<file path="config.mk">
export PLATFORM = sky130hd
export DESIGN_NAME = irq_vec_ctrl
export DESIGN_NICKNAME = d
export VERILOG_FILES = /design/src/rtl/irq_vec_pkg.sv /design/src/rtl/irq_line_status.sv /design/src/rtl/irq_prio_pick.sv /design/src/rtl/irq_vec_addr.sv /design/src/rtl/irq_vec_ctrl.sv
export SDC_FILE = /design/constraint.sdc
export NUM_CORES = 1
export LEC_CHECK = 0
export BUFFER_PORTS_ARGS = -buffer_cell sky130_fd_sc_hd__clkbuf_2
export CAP_MARGIN = 20
export CELL_PAD_IN_SITES_DETAIL_PLACEMENT = 0
export CELL_PAD_IN_SITES_GLOBAL_PLACEMENT = 1
export CORE_UTILIZATION = 35
export DETAILED_ROUTE_END_ITERATION = 8
export HOLD_SLACK_MARGIN = 0.15
export PLACE_DENSITY_LB_ADDON = 0.1
export SYNTH_ARGS = -nofsm -noshare
export SYNTH_HDL_FRONTEND = slang
export SYNTH_SLANG_ARGS = --single-unit
</file>
<file path="constraint.sdc">
create_clock -name clk -period 5.4 [get_ports clk]
set_input_delay 0.81 -clock clk [delete_from_list [all_inputs] [get_ports clk]]
set_output_delay 0.81 -clock clk [all_outputs]
set_load 0.01 [all_outputs]
</file>
<file path="src/rtl/irq_vec_pkg.sv">
package irq_vec_pkg;

    localparam int unsigned DEF_LINES    = 13;
    localparam int unsigned DEF_IDX_W    = 4;
    localparam int unsigned DEF_ADDR_W   = 32;
    localparam int unsigned DEF_SPACE_W  = 3;
    localparam int unsigned DEF_EXT_CODE = 64;

    // Tracks whether the current enabled-and-pending episode already fired.
    typedef enum logic {
        ARM_READY = 1'b0,
        ARM_SPENT = 1'b1
    } arm_state_e;

    function automatic logic gate_open(input logic ie, input logic dbg);
        return ie & ~dbg;
    endfunction

    function automatic int unsigned vec_width(input int unsigned lines);
        return (lines > 1) ? $clog2(lines) : 1;
    endfunction

endpackage

</file>
<file path="src/rtl/irq_line_status.sv">
module irq_line_status #(
    parameter int unsigned NUM_LINES = irq_vec_pkg::DEF_LINES,
    parameter int unsigned IDX_W     = irq_vec_pkg::DEF_IDX_W
) (
    input  logic                 clk,
    input  logic                 rst,
    input  logic                 upd_vld,
    input  logic [IDX_W-1:0]     upd_idx,
    input  logic                 upd_lvl,
    input  logic [NUM_LINES-1:0] lie_mask,
    output logic [NUM_LINES-1:0] status_q,
    output logic [NUM_LINES-1:0] mask_q
);

    // One flop per line; an index that matches no line writes nothing.
    for (genvar g = 0; g < NUM_LINES; g++) begin : g_line
        logic bit_q;
        always_ff @(posedge clk) begin
            if (rst) begin
                bit_q <= 1'b0;
            end else if (upd_vld && (upd_idx == IDX_W'(g))) begin
                bit_q <= upd_lvl;
            end
        end
        assign status_q[g] = bit_q;
    end

    always_ff @(posedge clk) begin
        if (rst) begin
            mask_q <= '0;
        end else begin
            mask_q <= lie_mask;
        end
    end

    assert_line_write_R1: assert property (@(posedge clk) disable iff (rst)
        (upd_vld && (32'(upd_idx) < NUM_LINES))
        |=> status_q[$past(upd_idx)] == $past(upd_lvl));

    assert_ignore_range_R2: assert property (@(posedge clk) disable iff (rst)
        !(upd_vld && (32'(upd_idx) < NUM_LINES)) |=> $stable(status_q));

    assert_reset_clear_R10: assert property (@(posedge clk) disable iff (rst)
        $past(rst) |-> (status_q == '0 && mask_q == '0));

endmodule

</file>
<file path="src/rtl/irq_prio_pick.sv">
module irq_prio_pick #(
    parameter int unsigned NUM_LINES = irq_vec_pkg::DEF_LINES,
    parameter int unsigned VEC_W     = irq_vec_pkg::vec_width(NUM_LINES)
) (
    input  logic [NUM_LINES-1:0] masked,
    output logic [VEC_W-1:0]     vec,
    output logic                 any
);

    // Ascending scan: the last set bit seen is the highest-numbered one.
    always_comb begin
        vec = '0;
        for (int i = 0; i < NUM_LINES; i++) begin
            if (masked[i]) begin
                vec = VEC_W'(i);
            end
        end
    end

    assign any = |masked;

endmodule

</file>
<file path="src/rtl/irq_vec_addr.sv">
module irq_vec_addr #(
    parameter int unsigned ADDR_W   = irq_vec_pkg::DEF_ADDR_W,
    parameter int unsigned SPACE_W  = irq_vec_pkg::DEF_SPACE_W,
    parameter int unsigned VEC_W    = 4,
    parameter int unsigned EXT_CODE = irq_vec_pkg::DEF_EXT_CODE
) (
    input  logic [ADDR_W-1:0]  entry_base,
    input  logic [VEC_W-1:0]   vec,
    input  logic [SPACE_W-1:0] vec_space,
    output logic [ADDR_W-1:0]  target_addr
);

    localparam logic [ADDR_W-1:0] CODE_BASE = ADDR_W'(EXT_CODE);

    logic [ADDR_W-1:0] slot_code;
    logic [ADDR_W-1:0] slot_off;

    assign slot_code   = CODE_BASE + ADDR_W'(vec);
    assign slot_off    = slot_code * ADDR_W'(vec_space);
    assign target_addr = entry_base + slot_off;

endmodule

</file>
<file path="src/rtl/irq_vec_ctrl.sv">
module irq_vec_ctrl
    import irq_vec_pkg::*;
#(
    parameter int unsigned NUM_LINES = DEF_LINES,
    parameter int unsigned IDX_W     = DEF_IDX_W,
    parameter int unsigned ADDR_W    = DEF_ADDR_W,
    parameter int unsigned SPACE_W   = DEF_SPACE_W,
    parameter int unsigned EXT_CODE  = DEF_EXT_CODE,
    localparam int unsigned VEC_W    = vec_width(NUM_LINES)
) (
    input  logic                 clk,
    input  logic                 rst,
    input  logic                 upd_vld,
    input  logic [IDX_W-1:0]     upd_idx,
    input  logic                 upd_lvl,
    input  logic [NUM_LINES-1:0] lie_mask,
    input  logic                 glob_ie,
    input  logic                 dbg_state,
    input  logic [SPACE_W-1:0]   vec_space,
    input  logic [ADDR_W-1:0]    entry_base,
    output logic                 hw_req,
    output logic                 wake,
    output logic                 take,
    output logic [VEC_W-1:0]     vec_num,
    output logic [ADDR_W-1:0]    target_addr
);

    logic [NUM_LINES-1:0] status_w;
    logic [NUM_LINES-1:0] mask_w;
    logic [NUM_LINES-1:0] masked_w;
    logic                 pend_w;
    logic                 cond_w;
    arm_state_e           arm_q;

    irq_line_status #(
        .NUM_LINES (NUM_LINES),
        .IDX_W     (IDX_W)
    ) u_status (
        .clk      (clk),
        .rst      (rst),
        .upd_vld  (upd_vld),
        .upd_idx  (upd_idx),
        .upd_lvl  (upd_lvl),
        .lie_mask (lie_mask),
        .status_q (status_w),
        .mask_q   (mask_w)
    );

    assign masked_w = status_w & mask_w;

    irq_prio_pick #(
        .NUM_LINES (NUM_LINES),
        .VEC_W     (VEC_W)
    ) u_pick (
        .masked (masked_w),
        .vec    (vec_num),
        .any    (pend_w)
    );

    irq_vec_addr #(
        .ADDR_W   (ADDR_W),
        .SPACE_W  (SPACE_W),
        .VEC_W    (VEC_W),
        .EXT_CODE (EXT_CODE)
    ) u_addr (
        .entry_base  (entry_base),
        .vec         (vec_num),
        .vec_space   (vec_space),
        .target_addr (target_addr)
    );

    assign hw_req = |status_w;
    assign wake   = hw_req & pend_w;
    assign cond_w = gate_open(glob_ie, dbg_state) & pend_w;

    // Strobe on the first cycle of each enabled-and-pending episode.
    always_ff @(posedge clk) begin
        if (rst) begin
            arm_q <= ARM_READY;
        end else begin
            arm_q <= cond_w ? ARM_SPENT : ARM_READY;
        end
    end

    assign take = cond_w && (arm_q == ARM_READY);

    assert_take_gate_R4: assert property (@(posedge clk) disable iff (rst)
        take |-> (glob_ie && !dbg_state));

    assert_take_pulse_R9: assert property (@(posedge clk) disable iff (rst)
        take |=> !take);

    assert_vec_top_R6: assert property (@(posedge clk) disable iff (rst)
        wake |-> ((masked_w >> vec_num) == NUM_LINES'(1)));

    assert_wake_req_R8: assert property (@(posedge clk) disable iff (rst)
        wake |-> (hw_req && (status_w[vec_num] && mask_w[vec_num])));

    assert_target_steady_R7: assert property (@(posedge clk) disable iff (rst)
        ($stable(entry_base) && $stable(vec_space) && $stable(vec_num))
        |-> $stable(target_addr));

endmodule

</file>
==> results.yml, run 1 <==
placement:
  port_buffers: 96
  dp_hpwl_um: 5120
  gp_congestion: 0.845
synthesis:
  synthDistinctLibCells: 48
  synth_area_per_cell_um2: 8.15
  syn_inst: 289
  synth_area_leader_cell: "dfxtp_1"
  synth_edf_count: 0
  synthTopCellsByArea: "dfxtp_1 (23%), ha_1 (8.5%), fa_1 (5.9%)"
  netlist_area_um2: 2360
  yosysTopAreaCellShare_pct: 22.9
  synth-seq-cells: 27
  async_flop_share_pct: 0
  syn-num-nets: 370
  yosysSeqAreaShare_pct: 22.9
  synth_ff_type: "dfxtp_1"
  yosysWarnings: 0
sta:
  slew_headroom_pct: 57.2
  hold_violations: 0
  rsz0062_at_grt: "false"
  layout_min_cycle_time_ns: 5.15
  whs_ns: 0.520
  setup_viol: 0
  worstMarginPinSlew_ns: 0.641
  post-route-period-util_pct: 95.3
  clock_skew_ns: 0.00950
  timing.fmax_mhz: 194
  drv_slew: 0
  tns_ns: 0
clock_tree:
  worstSkewPairLatency_ns: 0.28
  cts_made_buffers: 3
  cts_sinks: 27
  clkTransAtPathRegs_ns: 0.10
  h-tree-depth: 1
  cts_tree: "built"
  clock_path_buffers: 2
  hold_buffers: 0
  clockRootBuffer: "clkbuf_8"
drt:
  antenna_left: 0
  drt_iter0_markers: 77
  vias: 2326
  drt-total-wl_um: 6120
  avgViaCountPerCell: 5.03
  wl_per_cell_um: 13.2
  firstDrtPassIters: 6
  drc: 8
layout:
  fin_util_pct: 46.8
  syn2layout_area_growth_pct: 27.7
  diodes: 0
  drive_gt1_share_pct: 30.1
  nets: 467
min_path:
  min_path_cells: 2
  hold_class: "reg2reg"
  whs_endpoint: "u_status.g_line[0].bit_q$_SDFFE_PP0P_"
  hold_path_startpoint: "u_status.g_line[0].bit_q$_SDFFE_PP0P_"
global_route:
  grt_pass1_vias: 2207
  grt_max_degree: 28
  grt_pass1_wl_um: 10100
  grtUsageTotal_pct: 17.6
  grt-ovfl-total: 0
  antenna_found_initial: 0
power:
  cell_internal_pwr_mw: 0.321
  power_frac_seq_pct: 44.5
  switching_share_pct: 31.9
  power_density_nw_per_um2: 157
  clkPwrFrac_pct: 25.9
  p_sw_mw: 0.150
  p_leak_nw: 1.41
  ir_worst_vdd_uv: 87.9
  pwr-share-comb_pct: 29.6
worst_setup_path:
  cp.required_ns: 4.59
  crit_arrival_ns: 4.34
  crit_path_end_kind: "output port"
  ff2ff_path_depth: 5
  crit_family: "adder cells"
  crit_slowest_cell: "fa_1"
  regToRegSetupSlack_ns: 3.92
  rr_startpoint: "u_status.g_line[10].bit_q$_SDFFE_PP0P_"
  crit_fanout: 4
  worst_setup_path_start_kind: "register"
  criticalPathCategory: "reg2out"
  cpPeakStageDelay_ns: 0.54
  r2r_end: "arm_q$_SDFF_PP0_"
  crit_buf_inv: 2
  cpMostUsedCell: "fa_2"
  path_cells: "nand2_1 -> a32o_1 -> a22o_1 -> a221oi_4 -> or3b_2 -> fa_1 -> inv_1 -> fa_2 -> fa_2 -> a21o_1 -> a221o_1 -> a22oi_2 -> or3_1 -> xnor2_1 -> clkbuf_2"
floorplan:
  ios: 97
  die_w_um: 84.0
  core_um2: 6420
  initial_core_util_pct: 36.7
  dieArea_um2: 7060
  rows: 29
  fp.dieH_um: 84.0
status:
  violations: "DRC"
  status: "finished with violations"
flow_run:
  max_cap_viol_count: 0
==> registers in the layout, indices dropped and copies added (netlist names) <==
name,count
u_status.mask_q,13
arm_q,1
u_status.g_line.bit_q,13
==> layer usage <==
layer	track usage, %	share of wire [%]	routed length [um]	vias to the layer above
met2	31.8	48	2920	56
met1	22.4	48	2940	1056
met4	3.92	1.1	68	0
met3	1.68	3.1	191	6
li1	-	-	-	1208
met5	0	0	0	-
==> layout make-up <==
| type | instances | area [um2] |
|---|---|---|
| fill | 659 | 3410 |
| sequential | 27 | 543 |
| inverter | 21 | 78.8 |
| tap | 77 | 96.3 |
| clock inverter | 1 | 8.76 |
| multi-input combinational | 236 | 1750 |
| timing repair buffer | 97 | 488 |
| clock buffer | 3 | 41.3 |
==> cells in the mapped netlist (2+ instances only) <==
cell type   n
clkbuf_1    5
nand2_1    30
a22o_1      3
xor2_1     15
o211ai_1    2
nand3_1     9
a21o_1      3
a22oi_1     5
dfxtp_1    27
ha_1       16
nor3b_1     4
and2_1      6
a21oi_1    16
nor2_1     24
fa_1        7
nand2b_1    3
xnor2_1    13
nand4_1     6
a32o_1      2
nor4_1      2
inv_1      21
o21ai_0    12
a211oi_1    7
nand3b_1    5
mux2i_1     6
nor2b_1    13
nor3_1      6
==> cell families (layout without fill, tap and decap cells) <==
logic type      Yosys count  count (layout)  share of synthesized area [%]
xor+xnor                 28              28                           10.4
buf+inv                  26             122                           4.14
compound gates           61              61                           18.4
mux                       6               6                           2.55
flops                    27              27                           22.9
simple gates            118             118                           27.1
fa+ha+maj                23              23                           14.4
==> layout by cell type (no fill, tap or decap), types with 3 or more instances in the layout <==
master / count
a22oi_1: 5
nor3b_1: 4
mux2i_1: 6
a21o_1: 3
clkbuf_2: 96
inv_1: 21
and2_1: 6
nor2b_1: 13
a211oi_1: 7
nand2_1: 30
xor2_1: 15
fa_1: 5
dfxtp_1: 25
a22o_1: 3
nand2b_1: 3
nand3b_1: 5
clkbuf_8: 3
ha_1: 16
xnor2_1: 13
a21oi_1: 15
nand4_1: 6
nor2_1: 24
nor3_1: 6
nand3_1: 9
o21ai_0: 11
==> power groups by stage <==
stage	clock network [mW]	registers, mW	logic [mW]
after global routing	0.132	0.211	0.154
after CTS	0.126	0.209	0.139
final	0.122	0.210	0.140
after floorplan	0	0.213	0.0777
after global placement	0	0.214	0.140
after detailed placement	0	0.214	0.139
==> how the worst max path moves through the flow <==
stage,depth (start not counted),slack [ns],end,from
after global placement,12,0.36,target_addr[13],vec_space[2]
after CTS,15,0.04,target_addr[13],u_status.g_line[2].bit_q$_SDFFE_PP0P_
after floorplan,14,0.71,target_addr[15],u_status.g_line[5].bit_q$_SDFFE_PP0P_
after global routing,15,0.01,target_addr[23],u_status.g_line[2].bit_q$_SDFFE_PP0P_
after detailed placement,12,0.31,target_addr[13],vec_space[2]
final,15,0.25,target_addr[23],u_status.g_line[2].bit_q$_SDFFE_PP0P_
==> worst register-to-register path: stages, from the launching register on <==
cell and delay (ns):
dfxtp_1 0.37, a22oi_1 0.27, nand3_1 0.25, nand4b_1 0.29, nand3b_1 0.14, nor2_1 0.05
==> timing repair <==
item,CTS,global route
setup buffers,0,1
gates resized for setup,0,10
setup endpoints to repair,0,23
==> through the flow <==
stage	worst slack, ns	power [mW]	std cells	cell area, um2
global route	0.0130	0.497	462	3010
finish	0.253	0.471	462	3010
floorplan	0.713	0.291	289	2360
global placement	0.355	0.354	457	2910
CTS	0.0382	0.475	461	2960
detailed placement	0.309	0.353	457	2910
No activity file was read; power rests on OpenSTA's default activity.
==> run 2: changes to the inputs <==
- MAX_ROUTING_LAYER: default -> met4
==> run 2 against run 1 <==
  * Clock-buffer cell count did not move
  * Register-to-register slack is essentially flat
  * Sequential power barely moved
  * Die area unchanged
  * Worst hold slack hardly changed
  * Sequential share of layout area stayed put
  * Critical endpoint unchanged
  * Sequential cell count did not move
  * Utilization is the same
  * Global-route usage up 0.50 points
  * Largest power group unchanged
  * Largest cell class unchanged
  * Non-clock buffer count did not move
  * The run still ends with DRC left
  * Via count is 0.13% higher
  * Combinational power is essentially flat
==> results.yml, run 2 (same netlist as run 1, synthesis figures left out) <==
drt:
  drt-total-wl_um: 6120
  wl_per_cell_um: 13.2
  antenna_left: 0
  drt_iter0_markers: 77
  drc: 8
  vias: 2329
  avgViaCountPerCell: 5.04
  firstDrtPassIters: 6
global_route:
  antenna_found_initial: 0
  grt_max_degree: 28
  grtUsageTotal_pct: 18.1
  grt_pass1_vias: 2207
  grt_pass1_wl_um: 10100
  grt-ovfl-total: 0
worst_setup_path:
  criticalPathCategory: "reg2out"
  crit_fanout: 4
  crit_path_end_kind: "output port"
  crit_arrival_ns: 4.34
  worst_setup_path_start_kind: "register"
  cp.required_ns: 4.59
clock_tree:
  cts_made_buffers: 3
  clkTransAtPathRegs_ns: 0.10
  worstSkewPairLatency_ns: 0.28
  cts_tree: "built"
  h-tree-depth: 1
  clock_path_buffers: 2
  clockRootBuffer: "clkbuf_8"
  cts_sinks: 27
power:
  p_leak_nw: 1.41
  power_density_nw_per_um2: 157
  ir_worst_vdd_uv: 87.9
floorplan:
  dieArea_um2: 7060
  core_um2: 6420
  initial_core_util_pct: 36.7
  fp.dieH_um: 84.0
  die_w_um: 84.0
  rows: 29
  ios: 97
sta:
  worstMarginPinSlew_ns: 0.641
  clock_skew_ns: 0.00955
  layout_min_cycle_time_ns: 5.15
  slew_headroom_pct: 57.2
  hold_violations: 0
  setup_viol: 0
  timing.fmax_mhz: 194
  rsz0062_at_grt: "false"
  tns_ns: 0
  drv_slew: 0
  post-route-period-util_pct: 95.3
placement:
  dp_hpwl_um: 5120
  port_buffers: 96
  gp_congestion: 0.858
  dpl_cell_area_um2: 2910
layout:
  final_common_cell: "clkbuf_2"
  layout_common_cells: "clkbuf_2 (96), nand2_1 (30), dfxtp_1 (25), nor2_1 (24), inv_1 (21)"
  diodes: 0
  drive_gt1_share_pct: 30.1
  syn2layout_area_growth_pct: 27.7
  top_regs: "u_status.g_line.bit_q (13), u_status.mask_q (13), arm_q (1)"
  nets: 467
  design_area_um2: 3010
min_path:
  hold_class: "reg2reg"
status:
  violations: "DRC"
  status: "finished with violations"
flow_run:
  max_cap_viol_count: 0
-- run 2: stage by stage --
step	hold WS, ns	utilization [%]	setup WS (ns)	instances	power [mW]
after global routing	0.540	46.8	0.0130	462	0.497
after global placement	0.488	45.4	0.355	457	0.354
final	0.520	46.8	0.253	462	0.471
after floorplan	0.449	-	0.713	289	0.291
after CTS	0.508	46.2	0.0382	461	0.475
after detailed placement	0.491	45.4	0.309	457	0.353
-- run 2: final timing paths --
kind	from	to	cells past startpoint	slack [ns]
max	u_status.g_line[2].bit_q$_SDFFE_PP0P_	target_addr[23]	15	0.25
min	u_status.g_line[0].bit_q$_SDFFE_PP0P_	u_status.g_line[0].bit_q$_SDFFE_PP0P_	2	0.52
max reg2reg	u_status.g_line[10].bit_q$_SDFFE_PP0P_	arm_q$_SDFF_PP0_	5	3.92
min reg2reg	u_status.g_line[0].bit_q$_SDFFE_PP0P_	u_status.g_line[0].bit_q$_SDFFE_PP0P_	2	0.52
-- run 2: power by group --
group          internal (mW)  switching [mW]  total (mW)
Sequential             0.206         0.00403       0.210
Combinational         0.0608          0.0788       0.140
Clock                 0.0542          0.0676       0.122
-- run 2: critical path: stages (launching register included) --
cell      delay [ns]
dfxtp_2         0.36
nand2_1         0.06
a32o_1          0.16
a22o_1          0.18
a221oi_4        0.08
or3b_2          0.50
fa_1            0.54
inv_1           0.05
fa_2            0.45
fa_2            0.41
a21o_1          0.20
a221o_1         0.39
a22oi_2         0.24
or3_1           0.17
xnor2_1         0.11
clkbuf_2        0.15
-- run 2: timing repair --
action                                  in CTS  in global routing
endpoints found under the setup margin       0                 23
endpoints found under the hold margin        0                  0
buffers inserted                             0                  1
resized for setup                            0                 10
hold buffers                                 0                  0
-- run 2: routing by layer --
metal,vias up,GRT usage [%],part of all wire (%)
met5,-,-,0
met4,0,3.92,0.87
met3,6,1.48,2.9
met2,58,31.8,48
met1,1057,22.6,48
li1,1208,-,-
-- run 2: final cells by class --
class	count	area, um2
sequential	27	543
fill	659	3410
inverter	21	78.8
tap	77	96.3
clock buffer	3	41.3
multi-input combinational	236	1750
clock inverter	1	8.76
timing repair buffer	97	488
